`config.mk`:
```
export PLATFORM = sky130hd
export DESIGN_NAME = ifetch_xlate
export DESIGN_NICKNAME = d
export VERILOG_FILES = /design/src/rtl/ifetch_xlate_pkg.sv /design/src/rtl/ifetch_route.sv /design/src/rtl/ifetch_pa_form.sv /design/src/rtl/ifetch_pa_screen.sv /design/src/rtl/ifetch_xlate.sv
export SDC_FILE = /design/constraint.sdc
export NUM_CORES = 1
export LEC_CHECK = 0
export BUFFER_PORTS_ARGS = -buffer_cell sky130_fd_sc_hd__buf_2
export CAP_MARGIN = 0
export CORE_ASPECT_RATIO = 0.75
export CORE_MARGIN = 5
export CORE_UTILIZATION = 30
export DETAILED_ROUTE_END_ITERATION = 12
export GPL_ROUTABILITY_DRIVEN = 0
export PLACE_DENSITY = 0.65
export SYNTH_ARGS = -nofsm -noshare
export SYNTH_HDL_FRONTEND = slang
export SYNTH_HIERARCHICAL = 1
export SYNTH_SLANG_ARGS = --single-unit
export TNS_END_PERCENT = 5
```
`constraint.sdc`:
```
create_clock -name clk -period 5.45 [get_ports clk]
set_input_delay 0.545 -clock clk [delete_from_list [all_inputs] [get_ports clk]]
set_output_delay 0.545 -clock clk [all_outputs]
set_load 0.05 [all_outputs]
```
`src/rtl/ifetch_xlate_pkg.sv`:
```
package ifetch_xlate_pkg;

    localparam int XLEN = 64;

    // direct-mapped kernel window: selector field and its tag
    localparam int        WIN_HI   = 47;
    localparam int        WIN_LO   = 41;
    localparam logic [6:0] WIN_TAG = 7'h7E;
    localparam int        WIN_SIGN = 40;

    // uncached region marker and the field cleared on such an access
    localparam int UNC_BIT = 43;
    localparam int UNC_FHI = 42;
    localparam int UNC_FLO = 35;

    typedef enum logic [1:0] {
        MODE_KERNEL = 2'd0,
        MODE_EXEC   = 2'd1,
        MODE_SUPER  = 2'd2,
        MODE_USER   = 2'd3
    } priv_e;

    typedef enum logic [2:0] {
        FLT_NONE      = 3'd0,
        FLT_ACV       = 3'd1,
        FLT_MISS      = 3'd2,
        FLT_BAD_PA    = 3'd3,
        FLT_REG_SPACE = 3'd4,
        FLT_UNC_FETCH = 3'd5
    } fault_e;

    typedef enum logic [2:0] {
        RT_FIRMWARE,
        RT_PHYS,
        RT_MALFORMED,
        RT_WINDOW,
        RT_WINDOW_DENY,
        RT_LOOKUP
    } route_e;

    typedef struct packed {
        logic [XLEN-1:0] pa;
        fault_e          flt;
    } stage_t;

    // true when every bit of the slice above the implemented width agrees
    function automatic logic all_same(input logic [XLEN-1:0] v, input int lo);
        logic ones;
        logic zeros;
        ones  = 1'b1;
        zeros = 1'b1;
        for (int i = 0; i < XLEN; i++) begin
            if (i >= lo) begin
                ones  = ones & v[i];
                zeros = zeros & ~v[i];
            end
        end
        return ones | zeros;
    endfunction

endpackage

```
`src/rtl/ifetch_route.sv`:
```
module ifetch_route
    import ifetch_xlate_pkg::*;
#(
    parameter int VA_IMPL = 43
) (
    input  logic [XLEN-1:WIN_LO] pc_hi,
    input  logic                 pc_fw,
    input  logic                 phys,
    input  priv_e                mode,
    output route_e               route
);
    logic [XLEN-1:0] hi_ext;
    logic            well_formed;
    logic            in_window;

    always_comb begin
        hi_ext               = '0;
        hi_ext[XLEN-1:WIN_LO] = pc_hi;
    end

    assign well_formed = all_same(hi_ext, VA_IMPL - 1);
    assign in_window   = (pc_hi[WIN_HI:WIN_LO] == WIN_TAG);

    // priority: firmware bypass, physical flag, form check, window, lookup
    always_comb begin
        if (pc_fw)
            route = RT_FIRMWARE;
        else if (phys)
            route = RT_PHYS;
        else if (!well_formed)
            route = RT_MALFORMED;
        else if (in_window)
            route = (mode == MODE_KERNEL) ? RT_WINDOW : RT_WINDOW_DENY;
        else
            route = RT_LOOKUP;
    end

endmodule

```
`src/rtl/ifetch_pa_form.sv`:
```
module ifetch_pa_form
    import ifetch_xlate_pkg::*;
#(
    parameter int PA_IMPL    = 44,
    parameter int PAGE_SHIFT = 13,
    parameter int PPN_W      = 32
) (
    input  route_e           route,
    input  logic [XLEN-1:0]  pc,
    input  priv_e            mode,
    input  logic             hit,
    input  logic [PPN_W-1:0] ppn,
    input  logic [3:0]       xre,
    output stage_t           res
);
    localparam logic [XLEN-1:0] PA_MASK = {{(XLEN-PA_IMPL){1'b0}}, {PA_IMPL{1'b1}}};

    logic [XLEN-1:0] page_base;
    logic [XLEN-1:0] page_off;
    logic [XLEN-1:0] win_pa;

    assign page_base = XLEN'(ppn) << PAGE_SHIFT;

    always_comb begin
        page_off                   = '0;
        page_off[PAGE_SHIFT-1:2]   = pc[PAGE_SHIFT-1:2];
    end

    always_comb begin
        win_pa = pc & PA_MASK;
        if (win_pa[WIN_SIGN])
            win_pa[UNC_BIT:WIN_SIGN] = '1;
        else
            win_pa[XLEN-1:WIN_SIGN] = '0;
    end

    always_comb begin
        res.pa  = '0;
        res.flt = FLT_NONE;
        unique case (route)
            RT_FIRMWARE:    res.pa = {pc[XLEN-1:2], 2'b00} & PA_MASK;
            RT_PHYS:        res.pa = pc;
            RT_MALFORMED:   res.flt = FLT_ACV;
            RT_WINDOW_DENY: res.flt = FLT_ACV;
            RT_WINDOW:      res.pa = win_pa;
            RT_LOOKUP: begin
                if (!hit)
                    res.flt = FLT_MISS;
                else if (!xre[mode])
                    res.flt = FLT_ACV;
                else
                    res.pa = page_base | page_off;
            end
            default:        res.flt = FLT_ACV;
        endcase
    end

endmodule

```
`src/rtl/ifetch_pa_screen.sv`:
```
module ifetch_pa_screen
    import ifetch_xlate_pkg::*;
#(
    parameter int PA_IMPL = 44
) (
    input  stage_t              in,
    output logic [PA_IMPL-1:0]  pa,
    output logic                unc,
    output fault_e              flt
);
    logic over_width;
    logic reg_space;

    assign over_width = |in.pa[XLEN-1:PA_IMPL];
    assign reg_space  = &in.pa[UNC_FHI:UNC_FLO];

    always_comb begin
        pa  = in.pa[PA_IMPL-1:0];
        unc = 1'b0;
        flt = in.flt;
        if (in.flt == FLT_NONE) begin
            if (over_width) begin
                flt = FLT_BAD_PA;
            end else if (in.pa[UNC_BIT]) begin
                if (reg_space) begin
                    flt = FLT_REG_SPACE;
                end else begin
                    unc                = 1'b1;
                    pa[UNC_FHI:UNC_FLO] = '0;
                    flt                = FLT_UNC_FETCH;
                end
            end
        end
    end

endmodule

```
`src/rtl/ifetch_xlate.sv`:
```
module ifetch_xlate
    import ifetch_xlate_pkg::*;
#(
    parameter int VA_IMPL    = 43,
    parameter int PA_IMPL    = 44,
    parameter int PAGE_SHIFT = 13,
    parameter int ASN_W      = 8,
    parameter int PPN_W      = 32
) (
    input  logic                          clk,
    input  logic                          rst,
    input  logic                          req_vld,
    input  logic [63:0]                   req_pc,
    input  logic                          req_phys,
    input  logic [1:0]                    req_mode,
    input  logic [ASN_W-1:0]              req_asn,
    output logic                          tlb_req,
    output logic [VA_IMPL-PAGE_SHIFT-1:0] tlb_vpn,
    output logic [ASN_W-1:0]              tlb_asn,
    input  logic                          tlb_hit,
    input  logic [PPN_W-1:0]              tlb_ppn,
    input  logic [3:0]                    tlb_xre,
    output logic                          rsp_vld,
    output logic [PA_IMPL-1:0]            rsp_pa,
    output logic                          rsp_unc,
    output logic [2:0]                    rsp_fault
);
    route_e              route;
    stage_t              formed;
    logic [PA_IMPL-1:0]  scr_pa;
    logic                scr_unc;
    fault_e              scr_flt;
    priv_e               mode;

    assign mode = priv_e'(req_mode);

    ifetch_route #(.VA_IMPL(VA_IMPL)) route_i (
        .pc_hi (req_pc[XLEN-1:WIN_LO]),
        .pc_fw (req_pc[0]),
        .phys  (req_phys),
        .mode  (mode),
        .route (route)
    );

    ifetch_pa_form #(
        .PA_IMPL   (PA_IMPL),
        .PAGE_SHIFT(PAGE_SHIFT),
        .PPN_W     (PPN_W)
    ) form_i (
        .route (route),
        .pc    (req_pc),
        .mode  (mode),
        .hit   (tlb_hit),
        .ppn   (tlb_ppn),
        .xre   (tlb_xre),
        .res   (formed)
    );

    ifetch_pa_screen #(.PA_IMPL(PA_IMPL)) screen_i (
        .in  (formed),
        .pa  (scr_pa),
        .unc (scr_unc),
        .flt (scr_flt)
    );

    assign tlb_req = req_vld && (route == RT_LOOKUP);
    assign tlb_vpn = req_pc[VA_IMPL-1:PAGE_SHIFT];
    assign tlb_asn = req_asn;

    always_ff @(posedge clk) begin
        if (rst || !req_vld) begin
            rsp_vld   <= 1'b0;
            rsp_pa    <= '0;
            rsp_unc   <= 1'b0;
            rsp_fault <= FLT_NONE;
        end else begin
            rsp_vld   <= 1'b1;
            rsp_pa    <= scr_pa;
            rsp_unc   <= scr_unc;
            rsp_fault <= scr_flt;
        end
    end

    AST_FW_NO_LOOKUP: assert property (@(posedge clk) disable iff (rst)
        (req_vld && req_pc[0]) |-> !tlb_req);
    AST_MISS_HAD_LOOKUP: assert property (@(posedge clk) disable iff (rst)
        (rsp_vld && rsp_fault == FLT_MISS) |-> $past(tlb_req));
    AST_DENIED_PA_ZERO: assert property (@(posedge clk) disable iff (rst)
        (rsp_vld && (rsp_fault == FLT_ACV || rsp_fault == FLT_MISS)) |-> (rsp_pa == '0));
    AST_UNC_IS_FETCH_FAULT: assert property (@(posedge clk) disable iff (rst)
        rsp_unc |-> (rsp_fault == FLT_UNC_FETCH && rsp_pa[UNC_FHI:UNC_FLO] == '0));
    AST_RSP_AFTER_REQ: assert property (@(posedge clk) disable iff (rst)
        rsp_vld |-> $past(req_vld));
    AST_IDLE_QUIET: assert property (@(posedge clk) disable iff (rst)
        !rsp_vld |-> (rsp_fault == 3'd0 && !rsp_unc && rsp_pa == '0));
    AST_FAULT_CODE_LEGAL: assert property (@(posedge clk) disable iff (rst)
        rsp_vld |-> (rsp_fault <= 3'd5));

endmodule

```
==> impl_metrics.csv <==
group,metric,value,unit
logic_synthesis,avgSynthCellArea,9.54,sq um
cts,cts_resized,0,
logic_synthesis,ys_warn_count,6,
finish,nNetsFinal,547,
die,row_count,32,
timing,rsz0062_at_grt,"false",
cts,post_cts_buffers,0,
global_routing,grt_pass1_vias,2747,
logic_synthesis,syn_inst,335,
pwr,p_leak,0.00205,uW
logic_synthesis,synth_area,3190,sq um
global_routing,grt_use_total,0.135,
finish,fillers,1088,
die,dieArea,12800,sq um
logic_synthesis,synth_flop_cell,"dfxtp_1",
logic_synthesis,synth_area_leaders,"dfxtp_1 31%, buf_4 18%, and3b_1 11%, a22o_1 8.0%, and2_1 4.1%",
logic_synthesis,seq_area_frac_synth,0.307,
logic_synthesis,syn_nets,450,
routing,vias,2728,
global_routing,antenna_found_initial,0,
global_routing,overflow,0,
global_routing,grt_max_degree,51,
placement,port_buffers,186,
hold_path,hp-start,"req_pc[8]",
critical_path,cp.required,5620,ps
routing,drc_errors,0,
placement,dp_hpwl,7400,microns
timing,hold_violations,0,
finish,area_growth,17.9,%
cts,clk_pin_slew,70,ps
timing,fmax,224,MHz
hold_path,hold_class,"input port to flop",
die,start_util,0.309,
die,die-width,129,microns
timing,max_slew_margin,0.286,
flow_run,cap_violations,0,
hold_path,hold-path-endpoint,"rsp_pa[8]",
routing,antenna_left,0,
logic_synthesis,yosysUniqueCellTypes,41,
finish,layout_commonest_cell,"buf_2",
logic_synthesis,synthArstFlopShare,0,
finish,n_antenna_cell,0,
timing,finalMaxSlewViolations,0,
run_status,outcome,"completed",
routing,dr.pass1.iters,4,
critical_path,worstPathMaxFanout,43,
die,io_pins,203,
die,core_region_area,10300,sq um
pwr,power.density,255,nW/um^2
timing,tns,0,ps
critical_path,crit_path_end_kind,"flop",
cts,hold_buffers,0,
routing,wl_per_cell,16.4,microns
timing,min_period,4460,ps
logic_synthesis,ys_ff_latch,49,
routing,via_per_inst,4.79,
critical_path,worstSetupStartpointType,"input port",
logic_synthesis,synth_top_area_frac,0.307,
cts,numClockSinks,49,
timing,worst_slack,985,ps
timing,finalSetupViolCount,0,
cts,clk_path_buf_depth,2,
logic_synthesis,yosys.area.top_type,"dfxtp_1",
die,die_y,99.4,microns
pwr,peakVddDrop,0.000127,V
cts,cts_buffers,5,
cts,cts-root-buf,"clkbuf_16",
global_routing,grt_first_pass_wirelength,14100,microns
cts,tritoncts,"yes",
routing,drt_iter0_markers,89,
finish,multi_input_area,1490,sq um
critical_path,cp.arrival,4640,ps
placement,pre_cts_slack,692,ps
finish,register_area,981,sq um
critical_path,path_class,"input port to flop",
timing,tightest_slew,1060,ps
finish,most-common-layout-cells,"186 x buf_2, 49 x dfxtp_1, 39 x and3b_1",
timing,period_share,0.819,
finish,drive_gt1_frac,0.510,
cts,cts_max_level,2,
logic_synthesis,synth_edf_count,0,
hold_path,hold_path_depth,3,
routing,routed_wl,9340,microns
-- per-layer routing --
layer	track usage	wire, microns
met1	0.180	4050
met2	0.217	4220
met3	0.0370	957
met4	0.0331	117
met5	0	0
-- final cells by class --
cell class                 instances  share of cell area
clock buffer                       7              0.0405
clock inverter                     1             0.00233
inverter                           2             0.00199
multi-input combinational        185               0.396
sequential                        49               0.261
tap                              136              0.0452
timing repair buffer             189               0.253
-- worst max-delay path by stage --
| stage | depth (start not counted) | slack, ps | start | to |
|---|---|---|---|---|
| after detailed placement | 11 | 690 | req_pc[48] | rsp_pa[38] |
| after global placement | 11 | 850 | req_pc[48] | rsp_pa[38] |
| after CTS | 11 | 990 | req_pc[48] | rsp_pa[38] |
| after global routing | 11 | 810 | req_pc[48] | rsp_pa[40] |
| final | 11 | 990 | req_pc[48] | rsp_pa[40] |
| after floorplan | 15 | 1520 | req_pc[48] | rsp_pa[38] |
-- cell families (layout without fill, tap and decap cells) --
logic type	Yosys count	after routing	share of synthesized area
DFF	49	49	0.307
muxes	1	1	0.00705
buffers and inverters	101	199	0.230
other	1	1	0.00117
AOI/OAI and AO/OA	62	62	0.153
and+or+nand+nor	121	121	0.302
-- per-stage QoR --
stage / power, uW / utilization / std cells / cell area, sq um / hold slack, ps
2_1_floorplan: 608 / - / 335 / 3190 / 772
3_3_place_gp: 637 / 0.349 / 561 / 3600 / 880
3_5_place_dp: 639 / 0.349 / 561 / 3600 / 885
4_1_cts: 973 / 0.364 / 569 / 3760 / 587
5_1_grt: 1000 / 0.364 / 569 / 3760 / 609
6_report: 962 / 0.364 / 569 / 3760 / 593
-- Yosys cell counts (2+ instances only) --
cell type / n
clkbuf_1: 5
nor4_4: 2
dfxtp_1: 49
nor3b_1: 3
buf_4: 75
nor4_1: 5
a21oi_1: 5
and3b_1: 39
nand4_1: 8
nand2_1: 3
and2_1: 21
and4b_1: 2
or2_1: 2
nor4_2: 4
nor2_1: 5
and3b_2: 9
o21a_1: 11
a22o_1: 29
o21ai_0: 2
a21o_1: 12
nand2b_1: 5
nor3_1: 3
buf_6: 8
buf_2: 11
-- power breakdown --
group / total, uW / switching [uW] / internal (uW)
combinational: 255 / 166 / 88.6
clock: 332 / 135 / 197
sequential: 375 / 3.21 / 372
total: 962 / 304 / 658
-- state kept, by name (all words and copies together), names as in the netlist --
register,flops
rsp_fault,3
rsp_pa,44
rsp_unc,1
rsp_vld,1
-- worst max-delay path: stages --
cell	delay (ps)
buf_2	110
or4_1	530
or4_4	500
a311oi_1	540
and4b_1	300
and2_2	720
a21o_1	260
nand3b_1	160
or3_1	550
a21o_1	220
and3b_2	180
Note: power is estimated with default switching activity, not from simulation.
